**src/rtl/dis_pkg.sv**
```systemverilog
package dis_pkg;
  localparam int NSLOT = 2;

  typedef enum logic {
    CLS_OTHER = 1'b0,
    CLS_FPALU = 1'b1
  } issue_cls_e;
endpackage

```
**src/rtl/dis_slot_gate.sv**
```systemverilog
module dis_slot_gate #(
  parameter int NUNIT = 2
) (
  input  logic             pending,
  input  logic [NUNIT-1:0] need,
  input  logic [NUNIT-1:0] busy,
  output logic             can_go
);
  logic [NUNIT-1:0] clash;

  always_comb begin
    clash  = need & busy;
    can_go = pending && (clash == '0);
  end
endmodule

```
**src/rtl/dis_pair_track.sv**
```systemverilog
module dis_pair_track #(
  parameter int NSLOT = 2
) (
  input  logic             clk,
  input  logic             rst_n,
  input  logic [NSLOT-1:0] fire,
  input  logic             advance,
  output logic [NSLOT-1:0] done
);
  always_ff @(posedge clk) begin
    if (!rst_n)       done <= '0;
    else if (advance) done <= '0;
    else              done <= done | fire;
  end
endmodule

```
**src/rtl/dual_issue_slip.sv**
```systemverilog
module dual_issue_slip #(
  parameter int NUNIT = 2
) (
  input  logic             clk,
  input  logic             rst_n,
  input  logic             pair_valid,
  output logic             pair_ready,
  input  logic [1:0]       slot_vld,
  input  logic [1:0]       slot_cls,
  input  logic [NUNIT-1:0] slot0_need,
  input  logic [NUNIT-1:0] slot1_need,
  input  logic [NUNIT-1:0] unit_busy,
  output logic [1:0]       issue
);
  import dis_pkg::*;

  logic [NSLOT-1:0] done;
  logic [NSLOT-1:0] pending;
  logic [NSLOT-1:0] can_go;
  logic [NUNIT-1:0] need [NSLOT];
  logic             cls_split;

  assign need[0] = slot0_need;
  assign need[1] = slot1_need;

  always_comb pending = {NSLOT{pair_valid}} & slot_vld & ~done;

  for (genvar s = 0; s < NSLOT; s++) begin : g_gate
    dis_slot_gate #(.NUNIT(NUNIT)) gate_i (
      .pending (pending[s]),
      .need    (need[s]),
      .busy    (unit_busy),
      .can_go  (can_go[s])
    );
  end

  always_comb begin
    cls_split  = issue_cls_e'(slot_cls[0]) != issue_cls_e'(slot_cls[1]);
    issue[0]   = can_go[0];
    issue[1]   = can_go[1] && (!pending[0] || (issue[0] && cls_split));
    pair_ready = pair_valid && ((pending & ~issue) == '0);
  end

  dis_pair_track #(.NSLOT(NSLOT)) track_i (
    .clk     (clk),
    .rst_n   (rst_n),
    .fire    (issue),
    .advance (pair_ready),
    .done    (done)
  );
endmodule

```
**config.mk**
```make
export PLATFORM = sky130hd
export DESIGN_NAME = dual_issue_slip
export DESIGN_NICKNAME = d
export VERILOG_FILES = /design/src/rtl/dis_pkg.sv /design/src/rtl/dis_slot_gate.sv /design/src/rtl/dis_pair_track.sv /design/src/rtl/dual_issue_slip.sv
export SDC_FILE = /design/constraint.sdc
export NUM_CORES = 1
export LEC_CHECK = 0
export ABC_CLOCK_PERIOD_IN_PS = 1500
export BUFFER_PORTS_ARGS = -buffer_cell sky130_fd_sc_hd__buf_4
export CORE_AREA = 2 2 39 41
export DETAILED_ROUTE_END_ITERATION = 7
export DIE_AREA = 0 0 41 43
export SLEW_MARGIN = 30
export SYNTH_ARGS = -nofsm -noshare
export SYNTH_HDL_FRONTEND = slang
export SYNTH_HIERARCHICAL = 1
export SYNTH_SLANG_ARGS = --single-unit
```
**constraint.sdc**
```tcl
create_clock -name clk -period 1.5 [get_ports clk]
set_clock_uncertainty 0.1 [all_clocks]
set_input_delay 0.225 -clock clk [delete_from_list [all_inputs] [get_ports clk]]
set_output_delay 0.225 -clock clk [all_outputs]
set_load 0.02 [all_outputs]
```
==> results of run 1 <==
## kinds of logic (layout without fill, tap and decap cells)
logic type,after synthesis,in the layout,synth area share
compound gates,5,5,0.281
xor+xnor,1,1,0.0480
buf+inv,4,28,0.103
flops,2,2,0.219
simple gates,11,11,0.349
## power by group through the flow
stage          clock network, mW  registers [mW]  logic, mW
2_1_floorplan                  0          0.0584     0.0496
3_3_place_gp                   0          0.0586      0.102
3_5_place_dp                   0          0.0586      0.102
4_1_cts                    0.125          0.0579      0.108
5_1_grt                    0.135          0.0587      0.120
6_report                   0.117          0.0582      0.111
## metrics by stage
stage	utilization	power, mW	area (µm²)	setup WS, ps	instances
after floorplan	-	0.108	225	-114	23
after detailed placement	0.280	0.161	388	-144	58
final	0.320	0.287	443	-348	63
after global routing	0.320	0.314	443	-435	63
after CTS	0.310	0.291	429	-350	62
after global placement	0.280	0.160	388	-137	58
## worst max path at each step
| stage | to | slack [ps] | depth (start not counted) |
|---|---|---|---|
| 2_1_floorplan | track_i/done[1] | -110 | 8 |
| 3_3_place_gp | issue[1] | -140 | 7 |
| 3_5_place_dp | issue[1] | -140 | 7 |
| 4_1_cts | issue[1] | -350 | 7 |
| 5_1_grt | issue[1] | -430 | 7 |
| 6_report | issue[1] | -350 | 7 |
## layout by cell type, fill, tap and decap left out, drive strengths merged
cell / instances
xor2: 1
nand2: 1
buf: 22
nand2b: 3
inv: 3
a221oi: 2
o221ai: 1
dfxtp: 2
nor2: 7
a21boi: 1
a21oi: 1
clkbuf: 3
## layout make-up
cell class              count  area share
inverters                   3      0.0254
repair buffers             22       0.398
well taps                  16      0.0452
flip-flops and latches      2      0.0932
multi-input cells          17       0.387
clock buffers               3      0.0508
## per-layer routing
layer,share of wire,GRT usage,wire (µm)
met4,0,0.0600,0
met2,0.48,0.0969,254
met5,0,0,0
met3,0.13,0.0314,70
met1,0.39,0.0799,205
## what timing repair did
item                                    in CTS  in global routing
resized for setup                            3                  3
endpoints found under the setup margin       5                  5
setup buffers                                1                  2
pin swaps                                    4                  2
## critical path, delay by kind of cell (launching register included)
family          cells  cell delay [ps]
compound gates      2              440
buf+inv             2              190
flops               1              300
simple gates        3              360
==> results.tsv, run 1 <==
metric	value	unit
Logic pwr share	0.388	
antenna diode count	0	
core footprint	1380	µm²
minimum clock period after layout	1850	ps
area leader, netlist	sky130_fd_sc_hd__dfxtp_1	
static leakage	0.201	nW
share of post-route cells with drive strength above 1	0.809	
count of flip-flops with a built-in enable after synthesis	0	
CTS HTree Levels	1	
synth warn	6	
most frequent cells after synthesis	sky130_fd_sc_hd__nor2_1, sky130_fd_sc_hd__inv_1, sky130_fd_sc_hd__a221oi_2, sky130_fd_sc_hd__dfxtp_1, sky130_fd_sc_hd__nand2b_4	
final critical-path setup slack	-348	ps
clock sink count	2	
final hold vios	0	
arrival time of data at the critical path endpoint	1520	ps
count of distinct cell types in the synthesized netlist	12	
mean routed wirelength per cell	8.41	µm
Yosys top cell area share	0.219	
Worst Reg-to-Reg Cells	8	
Critical Path RT	1170	ps
sequential share of the synthesized area	0.219	
filler cell count in the final layout	153	
max FFs per register	2	
Storage cell area	41.3	µm²
Switching Power	78.1	µW
floorplan die area	1760	µm²
startpoint of the lowest-slack hold path	rst_n	
GRT overflow	0	
# IOs	16	
Multi-input gate area	171	µm²
total CTS buffers	3	
Setup Viol. Count Final	5	
Post-synth top flop	sky130_fd_sc_hd__dfxtp_1	
Reg2Reg Capture Point	track_i/done[1]	
pin count of the biggest net entering global routing	4	
worst vdd ir	428	µV
number of maximum-capacitance violations	0	
vias in the first global route	223	
flip-flop and latch count after synthesis	2	
number of cell rows	14	
area growth from synthesis to final layout	142	%
chain of cells forming the critical path	nand2b_4 > nor2_4 > inv_2 > a221oi_4 > nand2_2 > a21boi_2 > buf_6	
buffer type at the clock tree root	sky130_fd_sc_hd__clkbuf_4	
ratio of final minimum period to clock period	1.23	
setup repair after global routing missed its margin	true	
largest reg by FF count	track_i/done	
1st-iter DRT viols	0	
wire length after detailed routing	530	µm
number of max-slew violations in the final report	0	
maximum clock path buffer count	2	
synthesized area	183	µm²
gp weighted congestion	0.689	
later-pin clock latency in the skew report	220	ps
highest clock frequency the design can meet	0.541	GHz
longest individual stage delay on the worst path	300	ps
clock-pin slew of the registers on the worst-case setup and hold paths	30	ps
portion of total power attributed to the clock network	0.409	
result of the run	complete, but fails checks	
reg-to-reg setup timing slack	-50	ps
startpoint of the worst setup timing path	track_i/done[0]	
first-pass GRT wire length	814	µm
Post-Synthesis Cells	23	
transition time of the tightest slew-check pin	290	ps
failing checks	negative setup slack	
WS Path Type	reg -> out	
final antenna-violating net count	0	
switching share of power	0.272	
CTS tree	yes	
sort of element at the start of the critical path	flip-flop	
end of the worst hold path	track_i/done[0]	
largest registers	track_i/done: 2 flops	
final net count	62	
router iterations before antenna repair	1	
Internal Power	209	µW
critical-path maximum fanout	3	
Final TNS setup	-944	ps
GRT Resource Usage Total	0.0711	
Hold Crit Class	in -> reg	
Power Dens Cells	648	nW/µm²
initial cell density of the core	0.132	
CP Capture Type	output pin	
synthesized area per cell	7.94	µm²
vertical die dimension	43	µm
number of antenna violations at the first check in global routing	0	
Hold WS	155	ps
startpoint of the worst register-to-register path	track_i/done[0]	
Post-Syn Nets	36	
count of port buffers added during placement	15	
count of hold-fix buffers inserted at cts	0	
total via count in the routed design	246	
HPWL after detailed placement	441	µm
most repeated cell in the gate-level netlist after synthesis	sky130_fd_sc_hd__nor2_1	
top area cells in the synthesized netlist	sky130_fd_sc_hd__dfxtp_1, sky130_fd_sc_hd__a221oi_2, sky130_fd_sc_hd__nand2b_4	
Horiz. Die Dim	41	µm
worst relative slew slack	0.807	
ratio of routed vias to standard cells	3.90	
slowest CP cell	sky130_fd_sc_hd__dfxtp_2	
fraction of synthesis flops using an asynchronous set or reset pin	0	
number of stages on the worst hold path	3	
DRC	0	
sequential fraction of design power	0.203	
Note: power is estimated with default switching activity, not from simulation.
==> run 2, diff against run 1 <==
- PLACE_DENSITY: not set -> 0.4
==> run 2 against run 1 <==
  * The flow still finishes with violations (negative setup slack)
  * Worst setup slack about the same
  * Final cell count increased by 4.8%
  * First-iteration DRC count increased by 2
  * Clock power about the same
  * Clock-buffer cell count unchanged
  * Sequential share of layout area decreased by 0.74 points
  * Routed wire length increased by 19%
  * Global-route usage increased by 1.8 points
  * Sequential power about the same
  * Fmax about the same
  * Sequential cell count unchanged
  * Critical endpoint unchanged
==> results.tsv, run 2 (same netlist as run 1, synthesis figures left out) <==
metric	value	unit
ratio of final minimum period to clock period	1.23	
sequential fraction of design power	0.196	
startpoint of the lowest-slack hold path	rst_n	
startpoint of the worst setup timing path	track_i/done[0]	
critical-path maximum fanout	3	
Reg2Reg Capture Point	track_i/done[1]	
Logic pwr share	0.398	
vertical die dimension	43	µm
count of hold-fix buffers inserted at cts	0	
minimum clock period after layout	1850	ps
Critical Path RT	1170	ps
wire length after detailed routing	630	µm
Horiz. Die Dim	41	µm
count of port buffers added during placement	15	
initial cell density of the core	0.132	
commonest non-fill, non-tap cells in the layout	sky130_fd_sc_hd__buf_4, sky130_fd_sc_hd__nor2_1, sky130_fd_sc_hd__nand2b_4, sky130_fd_sc_hd__clkbuf_4, sky130_fd_sc_hd__buf_6	
clock sink count	2	
number of maximum-capacitance violations	0	
CP Capture Type	output pin	
switching share of power	0.274	
floorplan die area	1760	µm²
gp weighted congestion	0.582	
GRT overflow	0	
startpoint of the worst register-to-register path	track_i/done[0]	
Hold Crit Class	in -> reg	
number of max-slew violations in the final report	0	
later-pin clock latency in the skew report	230	ps
failing checks	negative setup slack	
total power draw	296	µW
Setup Viol. Count Final	5	
share of post-route cells with drive strength above 1	0.780	
arrival time of data at the critical path endpoint	1520	ps
Worst Reg-to-Reg Cells	9	
first-pass GRT wire length	1010	µm
Internal Power	215	µW
area growth from synthesis to final layout	155	%
filler cell count in the final layout	143	
WS Path Type	reg -> out	
router iterations before antenna repair	2	
mean routed wirelength per cell	9.55	µm
1st-iter DRT viols	2	
DRC	0	
largest registers	track_i/done: 2 flops	
post-place setup slack	-214	ps
portion of total power attributed to the clock network	0.406	
sort of element at the start of the critical path	flip-flop	
Switching Power	81.1	µW
number of stages on the worst hold path	3	
total via count in the routed design	249	
Power Dens Cells	634	nW/µm²
vias in the first global route	292	
final critical-path setup slack	-349	ps
HPWL after detailed placement	510	µm
total CTS buffers	3	
antenna diode count	0	
number of cell rows	14	
core footprint	1380	µm²
CTS HTree Levels	1	
GRT Resource Usage Total	0.0892	
setup repair after global routing missed its margin	true	
highest clock frequency the design can meet	0.541	GHz
ratio of routed vias to standard cells	3.77	
largest reg by FF count	track_i/done	
buffer type at the clock tree root	sky130_fd_sc_hd__clkbuf_4	
maximum clock path buffer count	2	
most frequent standard cell in the layout excluding fill and tap cells	sky130_fd_sc_hd__buf_4	
final hold vios	0	
max FFs per register	2	
# IOs	16	
result of the run	complete, but fails checks	
pin count of the biggest net entering global routing	4	
number of antenna violations at the first check in global routing	0	
static leakage	0.219	nW
clock-pin slew of the registers on the worst-case setup and hold paths	30	ps
worst relative slew slack	0.809	
end of the worst hold path	track_i/done[1]	
worst vdd ir	285	µV
reg-to-reg setup timing slack	-50	ps
transition time of the tightest slew-check pin	286	ps
final net count	65	
final antenna-violating net count	0	
CTS tree	yes	
## run 2: worst max-delay path by stage
stage                            to  slack, ps  cells after the start
floorplan           track_i/done[1]       -110                      8
global placement           issue[1]       -180                      7
detailed placement         issue[1]       -210                      7
CTS                        issue[1]       -380                      7
global route               issue[1]       -460                      7
finish                     issue[1]       -350                      7
## run 2: stage by stage
stage | instance area, µm² | instances | hold slack [ps] | util | setup TNS [ps]
floorplan | 225 | 23 | 253 | - | -341
global placement | 403 | 60 | 347 | 0.291 | -486
detailed placement | 403 | 60 | 352 | 0.291 | -658
CTS | 448 | 65 | 154 | 0.324 | -1130
global route | 467 | 66 | 163 | 0.337 | -1640
finish | 467 | 66 | 161 | 0.337 | -1070
## run 2: layer usage
metal | global-route usage | part of all wire | vias to the layer above
met3 | 0.0209 | 0.12 | 0
li1 | - | - | 130
met2 | 0.138 | 0.48 | 14
met4 | 0.0800 | 0 | 0
met1 | 0.0927 | 0.39 | 105
met5 | 0 | 0 | -
## run 2: critical path: stages, from the launching register on
cell                       delay [ps]
sky130_fd_sc_hd__dfxtp_1          290
sky130_fd_sc_hd__nand2b_4         150
sky130_fd_sc_hd__nor2_4            90
sky130_fd_sc_hd__inv_2             50
sky130_fd_sc_hd__a221oi_4         250
sky130_fd_sc_hd__nand2_2          130
sky130_fd_sc_hd__a21boi_2         200
sky130_fd_sc_hd__buf_6            140
## run 2: final cells by class
| class | count | area, µm² | share of cell area |
|---|---|---|---|
| inverters | 3 | 11.3 | 0.0241 |
| multi-input cells | 17 | 174 | 0.373 |
| clock buffers | 3 | 22.5 | 0.0483 |
| repair buffers | 25 | 199 | 0.426 |
| flip-flops and latches | 2 | 40.0 | 0.0858 |
| well taps | 16 | 20.0 | 0.0429 |
## run 2: power groups by stage
stage	registers, mW	clock network [mW]	logic, mW
final	0.0580	0.120	0.118
after global routing	0.0584	0.130	0.127
after detailed placement	0.0586	0	0.107
after CTS	0.0579	0.128	0.114
after global placement	0.0586	0	0.105
after floorplan	0.0584	0	0.0496
## run 2: repair_timing
action / in CTS / in global routing
resized for setup: 2 / 2
pin swaps: 4 / 2
buffers inserted: 2 / 1
endpoints found under the setup margin: 5 / 5
